File: config.mk
export PLATFORM = sky130hd
export DESIGN_NAME = flash_cmd_ctrl
export DESIGN_NICKNAME = d
export VERILOG_FILES = /design/src/rtl/flash_cmd_pkg.sv /design/src/rtl/flash_pin_edge.sv /design/src/rtl/flash_wsm.sv /design/src/rtl/flash_cmd_decode.sv /design/src/rtl/flash_cmd_ctrl.sv
export SDC_FILE = /design/constraint.sdc
export NUM_CORES = 1
export LEC_CHECK = 0
export BUFFER_PORTS_ARGS = -buffer_cell sky130_fd_sc_hd__buf_2
export CAP_MARGIN = 20
export CORE_MARGIN = 5
export CORE_UTILIZATION = 55
export CTS_BUF_LIST = sky130_fd_sc_hd__clkbuf_8
export CTS_CLUSTER_DIAMETER = 150
export CTS_CLUSTER_SIZE = 14
export DETAILED_ROUTE_END_ITERATION = 10
export GPL_TIMING_DRIVEN = 0
export PLACE_DENSITY = 0.9
export SYNTH_ARGS = -nofsm -noshare
export SYNTH_HDL_FRONTEND = slang
export SYNTH_SLANG_ARGS = --single-unit
File: constraint.sdc
create_clock -name clk_i -period 4.4 [get_ports clk_i]
set_input_delay 0.88 -clock clk_i [delete_from_list [all_inputs] [get_ports clk_i]]
set_output_delay 0.88 -clock clk_i [all_outputs]
set_load 0.005 [all_outputs]
File: src/rtl/flash_cmd_pkg.sv
package flash_cmd_pkg;
  typedef enum logic [1:0] {
    MODE_ARRAY  = 2'd0,
    MODE_STATUS = 2'd1,
    MODE_IDENT  = 2'd2
  } rd_mode_e;

  typedef enum logic [1:0] {
    PEND_NONE = 2'd0,
    PEND_PRG  = 2'd1,
    PEND_ERS  = 2'd2
  } pend_e;

  localparam logic [7:0] OP_RD_ARRAY = 8'hFF;
  localparam logic [7:0] OP_RD_STAT  = 8'h70;
  localparam logic [7:0] OP_CLR_STAT = 8'h50;
  localparam logic [7:0] OP_RD_IDENT = 8'h90;
  localparam logic [7:0] OP_PRG_SET  = 8'h40;
  localparam logic [7:0] OP_ERS_SET  = 8'h20;
  localparam logic [7:0] OP_CONFIRM  = 8'hD0;
  localparam logic [7:0] OP_SUSPEND  = 8'hB0;

  localparam int unsigned NUM_PINS = 3;
  localparam int unsigned PIN_CE   = 0;
  localparam int unsigned PIN_OE   = 1;
  localparam int unsigned PIN_WE   = 2;
endpackage

File: src/rtl/flash_pin_edge.sv
module flash_pin_edge #(
  parameter int unsigned WIDTH = 3
) (
  input  logic             clk_i,
  input  logic             rst_ni,
  input  logic [WIDTH-1:0] pin_ni,
  output logic [WIDTH-1:0] lvl_no,
  output logic [WIDTH-1:0] fall_o,
  output logic [WIDTH-1:0] rise_o
);
  logic [WIDTH-1:0] smp_q, dly_q;

  for (genvar i = 0; i < WIDTH; i++) begin : g_pin
    always_ff @(posedge clk_i or negedge rst_ni) begin
      if (!rst_ni) begin
        smp_q[i] <= 1'b1;
        dly_q[i] <= 1'b1;
      end else begin
        smp_q[i] <= pin_ni[i];
        dly_q[i] <= smp_q[i];
      end
    end
    assign fall_o[i] = dly_q[i] & ~smp_q[i];
    assign rise_o[i] = smp_q[i] & ~dly_q[i];
  end

  assign lvl_no = smp_q;
endmodule

File: src/rtl/flash_wsm.sv
module flash_wsm #(
  parameter int unsigned PRG_CYCLES = 60,
  parameter int unsigned ERS_CYCLES = 100
) (
  input  logic       clk_i,
  input  logic       rst_ni,
  input  logic       start_prg_i,
  input  logic       start_ers_i,
  input  logic       susp_req_i,
  input  logic       resume_i,
  input  logic       seq_err_i,
  input  logic       clr_i,
  output logic       running_o,
  output logic       suspended_o,
  output logic [7:0] status_o
);
  localparam int unsigned CNT_W = $clog2(PRG_CYCLES + ERS_CYCLES + 1);
  localparam logic [CNT_W-1:0] PRG_LAST = CNT_W'(PRG_CYCLES - 1);
  localparam logic [CNT_W-1:0] ERS_LAST = CNT_W'(ERS_CYCLES - 1);

  logic             busy_q, ers_q, susp_q;
  logic [CNT_W-1:0] cnt_q;
  logic [3:0]       stk_q;  // {b5, b4, b3, b1}

  always_ff @(posedge clk_i or negedge rst_ni) begin
    if (!rst_ni) begin
      busy_q <= 1'b0;
      ers_q  <= 1'b0;
      susp_q <= 1'b0;
      cnt_q  <= '0;
    end else if (start_prg_i || start_ers_i) begin
      busy_q <= 1'b1;
      ers_q  <= start_ers_i;
      susp_q <= 1'b0;
      cnt_q  <= start_ers_i ? ERS_LAST : PRG_LAST;
    end else if (busy_q && !susp_q) begin
      if (susp_req_i)         susp_q <= 1'b1;
      else if (cnt_q == '0)   busy_q <= 1'b0;
      else                    cnt_q  <= cnt_q - 1'b1;
    end else if (busy_q && susp_q && resume_i) begin
      susp_q <= 1'b0;
    end
  end

  always_ff @(posedge clk_i or negedge rst_ni) begin
    if (!rst_ni)        stk_q <= '0;
    else if (seq_err_i) stk_q <= stk_q | 4'b1100;
    else if (clr_i)     stk_q <= '0;
  end

  assign running_o   = busy_q & ~susp_q;
  assign suspended_o = busy_q & susp_q;
  assign status_o    = {~busy_q | susp_q, susp_q & ers_q, stk_q[3], stk_q[2],
                        stk_q[1], susp_q & ~ers_q, stk_q[0], 1'b0};
endmodule

File: src/rtl/flash_cmd_decode.sv
module flash_cmd_decode
  import flash_cmd_pkg::*;
(
  input  logic     clk_i,
  input  logic     rst_ni,
  input  logic     cmd_vld_i,
  input  logic [7:0] cmd_i,
  input  logic     running_i,
  input  logic     suspended_i,
  output rd_mode_e mode_o,
  output logic     start_prg_o,
  output logic     start_ers_o,
  output logic     susp_req_o,
  output logic     resume_o,
  output logic     seq_err_o,
  output logic     clr_o
);
  rd_mode_e mode_q, mode_d;
  pend_e    pend_q, pend_d;

  always_comb begin
    mode_d      = mode_q;
    pend_d      = pend_q;
    start_prg_o = 1'b0;
    start_ers_o = 1'b0;
    susp_req_o  = 1'b0;
    resume_o    = 1'b0;
    seq_err_o   = 1'b0;
    clr_o       = 1'b0;
    if (cmd_vld_i) begin
      if (pend_q == PEND_PRG) begin
        start_prg_o = 1'b1;
        pend_d      = PEND_NONE;
        mode_d      = MODE_STATUS;
      end else if (pend_q == PEND_ERS) begin
        if (cmd_i == OP_CONFIRM) start_ers_o = 1'b1;
        else                     seq_err_o   = 1'b1;
        pend_d = PEND_NONE;
        mode_d = MODE_STATUS;
      end else if (running_i) begin
        if (cmd_i == OP_SUSPEND) begin
          susp_req_o = 1'b1;
          mode_d     = MODE_STATUS;
        end else if (cmd_i == OP_RD_STAT) begin
          mode_d = MODE_STATUS;
        end
      end else begin
        unique case (cmd_i)
          OP_RD_ARRAY: mode_d = MODE_ARRAY;
          OP_RD_STAT:  mode_d = MODE_STATUS;
          OP_RD_IDENT: mode_d = MODE_IDENT;
          OP_CLR_STAT: clr_o  = 1'b1;
          OP_PRG_SET: if (!suspended_i) begin
            pend_d = PEND_PRG;
            mode_d = MODE_STATUS;
          end
          OP_ERS_SET: if (!suspended_i) begin
            pend_d = PEND_ERS;
            mode_d = MODE_STATUS;
          end
          OP_CONFIRM: if (suspended_i) begin
            resume_o = 1'b1;
            mode_d   = MODE_STATUS;
          end
          default: ;
        endcase
      end
    end
  end

  always_ff @(posedge clk_i or negedge rst_ni) begin
    if (!rst_ni) begin
      mode_q <= MODE_ARRAY;
      pend_q <= PEND_NONE;
    end else begin
      mode_q <= mode_d;
      pend_q <= pend_d;
    end
  end

  assign mode_o = mode_q;
endmodule

File: src/rtl/flash_cmd_ctrl.sv
module flash_cmd_ctrl
  import flash_cmd_pkg::*;
#(
  parameter int unsigned ADDR_W     = 8,
  parameter int unsigned PRG_CYCLES = 60,
  parameter int unsigned ERS_CYCLES = 100,
  parameter logic [15:0] MFR_CODE   = 16'h00A7,
  parameter logic [15:0] DEV_CODE   = 16'h5C31
) (
  input  logic              clk_i,
  input  logic              rst_ni,
  input  logic              ce_ni,
  input  logic              oe_ni,
  input  logic              we_ni,
  input  logic [ADDR_W-1:0] addr_i,
  input  logic [15:0]       data_i,
  input  logic [15:0]       array_data_i,
  output logic [15:0]       data_o
);
  logic [NUM_PINS-1:0] pin_lvl_n, pin_fall, pin_rise;
  logic       cmd_vld;
  logic       start_prg, start_ers, susp_req, resume, seq_err, clr;
  logic       running, suspended;
  logic [7:0] status_w, stat_lat_q;
  logic       lat_evt, rd_en;
  rd_mode_e   mode;
  logic       unused_in;

  flash_pin_edge #(.WIDTH(NUM_PINS)) u_edge (
    .clk_i  (clk_i),
    .rst_ni (rst_ni),
    .pin_ni ({we_ni, oe_ni, ce_ni}),
    .lvl_no (pin_lvl_n),
    .fall_o (pin_fall),
    .rise_o (pin_rise)
  );

  assign cmd_vld = pin_rise[PIN_WE] & ~pin_lvl_n[PIN_CE];

  flash_cmd_decode u_dec (
    .clk_i       (clk_i),
    .rst_ni      (rst_ni),
    .cmd_vld_i   (cmd_vld),
    .cmd_i       (data_i[7:0]),
    .running_i   (running),
    .suspended_i (suspended),
    .mode_o      (mode),
    .start_prg_o (start_prg),
    .start_ers_o (start_ers),
    .susp_req_o  (susp_req),
    .resume_o    (resume),
    .seq_err_o   (seq_err),
    .clr_o       (clr)
  );

  flash_wsm #(.PRG_CYCLES(PRG_CYCLES), .ERS_CYCLES(ERS_CYCLES)) u_wsm (
    .clk_i       (clk_i),
    .rst_ni      (rst_ni),
    .start_prg_i (start_prg),
    .start_ers_i (start_ers),
    .susp_req_i  (susp_req),
    .resume_i    (resume),
    .seq_err_i   (seq_err),
    .clr_i       (clr),
    .running_o   (running),
    .suspended_o (suspended),
    .status_o    (status_w)
  );

  assign lat_evt = pin_fall[PIN_OE] | pin_fall[PIN_CE];

  always_ff @(posedge clk_i or negedge rst_ni) begin
    if (!rst_ni)      stat_lat_q <= 8'h80;
    else if (lat_evt) stat_lat_q <= status_w;
  end

  assign rd_en = ~pin_lvl_n[PIN_CE] & ~pin_lvl_n[PIN_OE];

  always_comb begin
    data_o = '0;
    if (rd_en) begin
      unique case (mode)
        MODE_STATUS: data_o = {8'h00, stat_lat_q};
        MODE_IDENT:  data_o = addr_i[0] ? DEV_CODE : MFR_CODE;
        default:     data_o = array_data_i;
      endcase
    end
  end

  // Only address bit 0 and the command byte are decoded.
  assign unused_in = ^{addr_i[ADDR_W-1:1], data_i[15:8]};
endmodule

==> results of run 1 <==
-- worst min-delay path by stage --
stage / endpoint / startpoint
after CTS: u_edge.dly_q[2]$_DFF_PN1_ / u_edge.lvl_no[2]$_DFF_PN1_
after global placement: u_edge.dly_q[2]$_DFF_PN1_ / u_edge.lvl_no[2]$_DFF_PN1_
final: u_edge.dly_q[2]$_DFF_PN1_ / u_edge.lvl_no[2]$_DFF_PN1_
after global routing: u_edge.dly_q[2]$_DFF_PN1_ / u_edge.lvl_no[2]$_DFF_PN1_
after detailed placement: u_edge.dly_q[2]$_DFF_PN1_ / u_edge.lvl_no[2]$_DFF_PN1_
after floorplan: u_edge.dly_q[2]$_DFF_PN1_ / u_edge.lvl_no[2]$_DFF_PN1_
-- through the flow --
step           hold WS (ns)  power [mW]  setup WS, ns
3_5_place_dp         0.3672      0.8118         1.858
4_1_cts              0.3803      0.9650         1.710
3_3_place_gp         0.3671      0.7967         1.842
2_1_floorplan        0.3597      0.6933         2.203
5_1_grt              0.3906       1.044         1.585
6_report             0.3833      0.9637         1.727
-- state kept, by name, summed over array words and instances, names as in the netlist --
register / count
u_dec.pend_q: 2
u_wsm.stk_q: 1
u_wsm.cnt_q: 8
stat_lat_q: 4
u_wsm.susp_q: 1
u_dec.mode_o: 2
u_wsm.ers_q: 1
u_edge.lvl_no: 3
u_wsm.busy_q: 1
u_edge.dly_q: 3
-- synthesized netlist by cell type (2+ instances only) --
| cell type | n |
|---|---|
| nand4_1 | 6 |
| o21ai_0 | 10 |
| nor2_1 | 17 |
| nand3b_1 | 4 |
| clkbuf_1 | 3 |
| dfrtp_1 | 19 |
| nand2_1 | 21 |
| nor4bb_1 | 2 |
| a221oi_1 | 2 |
| nor4_1 | 3 |
| dfstp_2 | 7 |
| inv_1 | 15 |
| o211ai_1 | 2 |
| nand3_1 | 5 |
| and4_1 | 2 |
| mux2i_1 | 3 |
| and2_1 | 3 |
| o22ai_1 | 2 |
| nand2b_1 | 4 |
| buf_2 | 5 |
| nor2b_1 | 3 |
| a21oi_1 | 14 |
| nor3_1 | 6 |
| xnor2_1 | 5 |
| o21ai_1 | 3 |
| ha_1 | 6 |
| and3_1 | 7 |
-- power groups by stage --
| stage | logic [mW] | registers [mW] | clock network, mW |
|---|---|---|---|
| 5_1_grt | 0.508 | 0.373 | 0.164 |
| 3_3_place_gp | 0.433 | 0.364 | 0 |
| 2_1_floorplan | 0.341 | 0.353 | 0 |
| 6_report | 0.453 | 0.363 | 0.148 |
| 4_1_cts | 0.451 | 0.362 | 0.153 |
| 3_5_place_dp | 0.447 | 0.365 | 0 |
-- worst max-delay path, stage by stage (launching register included) --
cell      delay [ns]
dfrtp_1         0.35
inv_1           0.06
ha_1            0.32
clkbuf_1        0.22
nand3b_1        0.28
a21oi_1         0.16
buf_2           0.13
-- logic make-up after synthesis --
family,Yosys count,synth area share (%)
flip-flops,26,36.91
AND/OR/NAND/NOR,94,30.25
XOR/XNOR,6,2.941
adder cells (fa/ha/maj),6,4.202
buffers and inverters,23,5.182
AO/OA/AOI/OAI,48,18.21
multiplexers,4,2.311
-- cells in the final DEF, fill, tap and decap left out, types with 2 or more instances in the layout --
master    count
o21ai_1       3
a21oi_1      14
nand4_1       6
dfrtp_1      19
nor4bb_1      2
o22ai_1       2
a221oi_1      2
nand3b_1      4
nor3_1        6
xnor2_1       5
and4_1        2
nor2b_1       3
clkbuf_1      3
and3_1        7
clkbuf_8      4
nand2b_1      4
nand2_1      21
and2_1        3
ha_1          6
nand3_1       5
nor4_1        3
buf_2        48
dfstp_2       7
mux2i_1       3
o21ai_0      10
o211ai_1      2
nor2_1       17
inv_1        15
-- layout make-up --
| class | count | area, um^2 |
|---|---|---|
| Timing Repair Buffer | 43 | 215.2 |
| Tap cell | 44 | 55.05 |
| Multi-Input combinational cell | 158 | 1035 |
| Clock buffer | 4 | 55.05 |
| Sequential cell | 26 | 659.4 |
| Inverter | 15 | 56.30 |
| Buffer | 8 | 36.28 |
| Fill cell | 260 | 965.9 |
-- per-layer routing --
layer	wire, um	vias up	GRT usage (%)
met3	318	5	2.530
met1	1746	789	23.75
met5	0	-	0
li1	-	844	-
met2	1723	57	29.58
met4	42	0	5.316
==> results.sh, run 1 <==
export IMPL_wl_um=3830
export IMPL_synth_cells=207
export IMPL_ys_seq_area_share_pct=36.90
export IMPL_r2r_start="u_dec.pend_q[1]$_DFFE_PN0P_"
export IMPL_grt_pass1_vias=1465
export IMPL_cp_required_ns=3.52
export IMPL_post_cts_buffers=0
export IMPL_post_cts_resized=0
export IMPL_synth_area_leader_cell="dfrtp_1"
export IMPL_maxSlewViolCount=0
export IMPL_p_sw_uw=382.1
export IMPL_place_hpwl_um=2969
export IMPL_startpoint="u_dec.mode_o[0]$_DFFE_PN0P_"
export IMPL_cts_buffer_depth=2
export IMPL_first_iter_violations=54
export IMPL_rr_worst_depth=7
export IMPL_synth_distinct_cells=55
export IMPL_firstDrtPassIters=4
export IMPL_die_y_um=67.00
export IMPL_synthFlopType="dfrtp_1"
export IMPL_grtUsageTotal_pct=17.75
export IMPL_power_frac_comb_pct=47.0
export IMPL_cts_root_buffer_cell="clkbuf_8"
export IMPL_stdcell_area_um2=2112
export IMPL_rrSetupSlack_ns=2.16
export IMPL_syn_to_final_growth_pct=18.21
export IMPL_overflow=0
export IMPL_grt_pass1_wl_um=6244
export IMPL_final_antenna_net_count=0
export IMPL_initial_core_util_pct=58.05
export IMPL_syn_area_um2=1787
export IMPL_clkSlewWorstSetupHoldPaths_ns=0.08
export IMPL_cts_tree="built"
export IMPL_die_area_um2=4488
export IMPL_grt_max_degree=27
export IMPL_final_layout_size_suffix_gt1_share_pct=27.17
export IMPL_reg2reg_to="u_wsm.cnt_q[6]$_DFFE_PN0P_"
export IMPL_cts_hold_fix_buffers=0
export IMPL_placementRows=20
export IMPL_async_flop_share_pct=100.0
export IMPL_vias_per_cell=5.688
export IMPL_max_freq_ghz=0.3742
export IMPL_hold_depth=0
export IMPL_synth_seq_cells=26
export IMPL_crit_path_end="data_o[12]"
export IMPL_worst_slew_pin_slew_ns=0.7520
export IMPL_end_kind="primary output"
export IMPL_syn_num_nets=258
export IMPL_synth_edff_count=0
export IMPL_status="complete, no violations"
export IMPL_fin_crit_sh_pct=60.74
export IMPL_synth_area_leaders="dfrtp_1 27%, dfstp_2 10%, nand2_1 4.4%"
export IMPL_clock_power_share_pct=15.4
export IMPL_vias=1695
export IMPL_crit_fanout=10
export IMPL_syn_area_per_cell_um2=8.631
export IMPL_yosysWarnings=0
export IMPL_wl_per_cell_um=12.85
export IMPL_hold_violations=0
export IMPL_cts_buffers=3
export IMPL_antenna_found_initial=0
export IMPL_leakagePower_nw=0.9832
export IMPL_worst_endpoint_arrival_ns=1.79
export IMPL_path_class="register to primary output"
export IMPL_drc=0
export IMPL_slew_headroom_pct=49.19
export IMPL_final_core_util_pct=68.62
export IMPL_synth_top_cell_area_share_pct=26.61
export IMPL_fin_worst_skew_ns=0.001414
export IMPL_ir_drop_v=0.0002639
export IMPL_core_area_um2=3078
export IMPL_die_w_um=67.00
export IMPL_rsz0062_at_grt="false"
export IMPL_dp_cells=294
export IMPL_instances_no_fill=298
export IMPL_min_period_ns=2.673
export IMPL_hp_class="register to register"
export IMPL_p_int_uw=581.6
export IMPL_setup_violations=0
export IMPL_cap_violations=0
export IMPL_h_tree_depth=1
export IMPL_antennaDiodeCount=0
export IMPL_place_area_um2=2057
export IMPL_p_per_area_nw_per_um2=456.3
export IMPL_gp_congestion=0.8490
export IMPL_start_kind="register"
export IMPL_sw_frac_of_total_pct=39.65
export IMPL_io_pins=61
export IMPL_cts_sink_count=26
export IMPL_clock_latency_ns=0.26
export IMPL_fin_tns_setup_ns=0
export IMPL_nets=306
export IMPL_port_buffers=43
export IMPL_seq_power_share_pct=37.6
Note: power is estimated with default switching activity, not from simulation.
==> run 2, diff against run 1 <==
CORE_UTILIZATION = 47   (was 55)
PLACE_DENSITY = 0.83   (was 0.9)
clock period = 2.2 ns   (was 4.4 ns; I/O delays follow)
==> results.sh, run 2 (same netlist as run 1, synthesis figures left out) <==
export IMPL_cp_required_ns=1.76
export IMPL_h_tree_depth=1
export IMPL_crit_fanout=10
export IMPL_fin_crit_sh_pct=94.92
export IMPL_cts_root_buffer_cell="clkbuf_8"
export IMPL_nets=307
export IMPL_cts_hold_fix_buffers=0
export IMPL_fin_worst_skew_ns=0.002748
export IMPL_setup_violations=0
export IMPL_final_antenna_net_count=0
export IMPL_rr_worst_depth=8
export IMPL_start_kind="register"
export IMPL_grtUsageTotal_pct=16.63
export IMPL_largest_register="u_wsm.cnt_q"
export IMPL_slew_headroom_pct=62.70
export IMPL_grt_pass1_wl_um=7120
export IMPL_final_cell_mix="48 x buf_2, 21 x nand2_1, 19 x dfrtp_1"
export IMPL_drc=0
export IMPL_syn_to_final_growth_pct=20.31
export IMPL_r2r_start="u_dec.pend_q[0]$_DFFE_PN0P_"
export IMPL_instances_no_fill=303
export IMPL_first_iter_violations=56
export IMPL_firstDrtPassIters=4
export IMPL_reg_top3="u_wsm.cnt_q (8), stat_lat_q (4)"
export IMPL_io_pins=61
export IMPL_rrSetupSlack_ns=0.12
export IMPL_whs_ns=0.1552
export IMPL_die_w_um=71.66
export IMPL_status="complete, no violations"
export IMPL_final_layout_size_suffix_gt1_share_pct=29.80
export IMPL_ir_drop_v=0.0007061
export IMPL_worst_endpoint_arrival_ns=1.65
export IMPL_die_y_um=71.66
export IMPL_reg2reg_to="u_wsm.cnt_q[3]$_DFFE_PN0P_"
export IMPL_gp_congestion=0.8255
export IMPL_final_core_util_pct=58.71
export IMPL_worst_slew_pin_slew_ns=0.5595
export IMPL_p_int_mw=1.185
export IMPL_place_hpwl_um=3204
export IMPL_fill_cells=320
export IMPL_sw_frac_of_total_pct=39.75
export IMPL_power_frac_comb_pct=47.7
export IMPL_port_buffers=43
export IMPL_p_sw_uw=781.7
export IMPL_seq_power_share_pct=37.3
export IMPL_cts_sink_count=26
export IMPL_vias=1705
export IMPL_max_freq_ghz=0.4788
export IMPL_maxSlewViolCount=0
export IMPL_layout_cells_most_common="buf_2"
export IMPL_vias_per_cell=5.627
export IMPL_end_kind="primary output"
export IMPL_largest_reg_flops=8
export IMPL_wl_um=4282
export IMPL_initial_core_util_pct=48.80
export IMPL_min_period_ns=2.088
export IMPL_startpoint="u_dec.mode_o[0]$_DFFE_PN0P_"
export IMPL_hp_class="primary input to asynchronous set/reset pin"
export IMPL_p_per_area_nw_per_um2=914.8
export IMPL_placementRows=22
export IMPL_cts_buffers=3
export IMPL_antenna_found_initial=0
export IMPL_core_area_um2=3661
export IMPL_cts_tree="built"
export IMPL_setup_ws_ns=0.1117
export IMPL_place_ws_ns=0.03624
export IMPL_antennaDiodeCount=0
export IMPL_cap_violations=0
export IMPL_overflow=0
export IMPL_clock_power_share_pct=15.0
export IMPL_cts_buffer_depth=2
export IMPL_regArea_um2=659.4
export IMPL_leakagePower_nw=0.9952
export IMPL_hold_violations=0
export IMPL_grt_pass1_vias=1626
export IMPL_dp_cells=298
export IMPL_clkSlewWorstSetupHoldPaths_ns=0.08
export IMPL_grt_max_degree=27
export IMPL_wl_per_cell_um=14.13
export IMPL_die_area_um2=5134
export IMPL_multi_input_area_um2=1054
export IMPL_path_class="register to primary output"
export IMPL_clock_latency_ns=0.26
[run 2: timing repair]
item	in CTS	in global routing
pin swaps	0	1
resized for setup	2	8
endpoints found under the setup margin	5	12
buffers inserted	0	1
[run 2: worst max-delay path by stage]
stage | end | slack, ns | depth (start not counted)
final | data_o[10] | 0.11 | 6
after global routing | data_o[10] | -0.001 | 6
after CTS | u_wsm.cnt_q[6]$_DFFE_PN0P_ | 0.004 | 7
after detailed placement | u_wsm.cnt_q[6]$_DFFE_PN0P_ | 0.04 | 7
after global placement | u_wsm.cnt_q[6]$_DFFE_PN0P_ | 0.06 | 7
after floorplan | u_wsm.cnt_q[6]$_DFFE_PN0P_ | 0.40 | 7
[run 2: power groups by stage]
stage               clock network [mW]  registers, mW  logic (mW)
finish                           0.295          0.733       0.939
global placement                     0          0.728       0.866
global route                     0.332          0.754        1.06
detailed placement                   0          0.733       0.896
floorplan                            0          0.705       0.681
CTS                              0.309          0.726       0.910
[run 2: cell type report]
| cell class | instances | area share (%) |
|---|---|---|
| Inverter | 15 | 2.619 |
| Multi-Input combinational cell | 158 | 49.01 |
| Clock buffer | 4 | 2.561 |
| Tap cell | 48 | 2.794 |
| Timing Repair Buffer | 44 | 10.36 |
| Buffer | 8 | 1.979 |
| Sequential cell | 26 | 30.68 |
[run 2: metrics by stage]
step / total power, mW / setup TNS, ns / instance area, um^2
after detailed placement: 1.629 / 0 / 2062
final: 1.967 / 0 / 2150
after CTS: 1.945 / 0 / 2121
after global routing: 2.141 / -0.001455 / 2150
after global placement: 1.594 / 0 / 2062
after floorplan: 1.387 / 0 / 1787
[run 2: worst max-delay path, cell delays in order (launching register included)]
cell and delay (ns):
dfrtp_1 0.40, inv_2 0.09, ha_4 0.21, buf_4 0.16, nand3b_1 0.22, a21oi_1 0.18, buf_2 0.13
[run 2: per-layer routing]
layer / up-vias / global-route usage [%] / wire (um)
met4: 0 / 2.505 / 38
met3: 4 / 5.049 / 404
met5: - / 0 / 0
met1: 785 / 20.85 / 1810
li1: 849 / - / -
met2: 67 / 28.67 / 2028
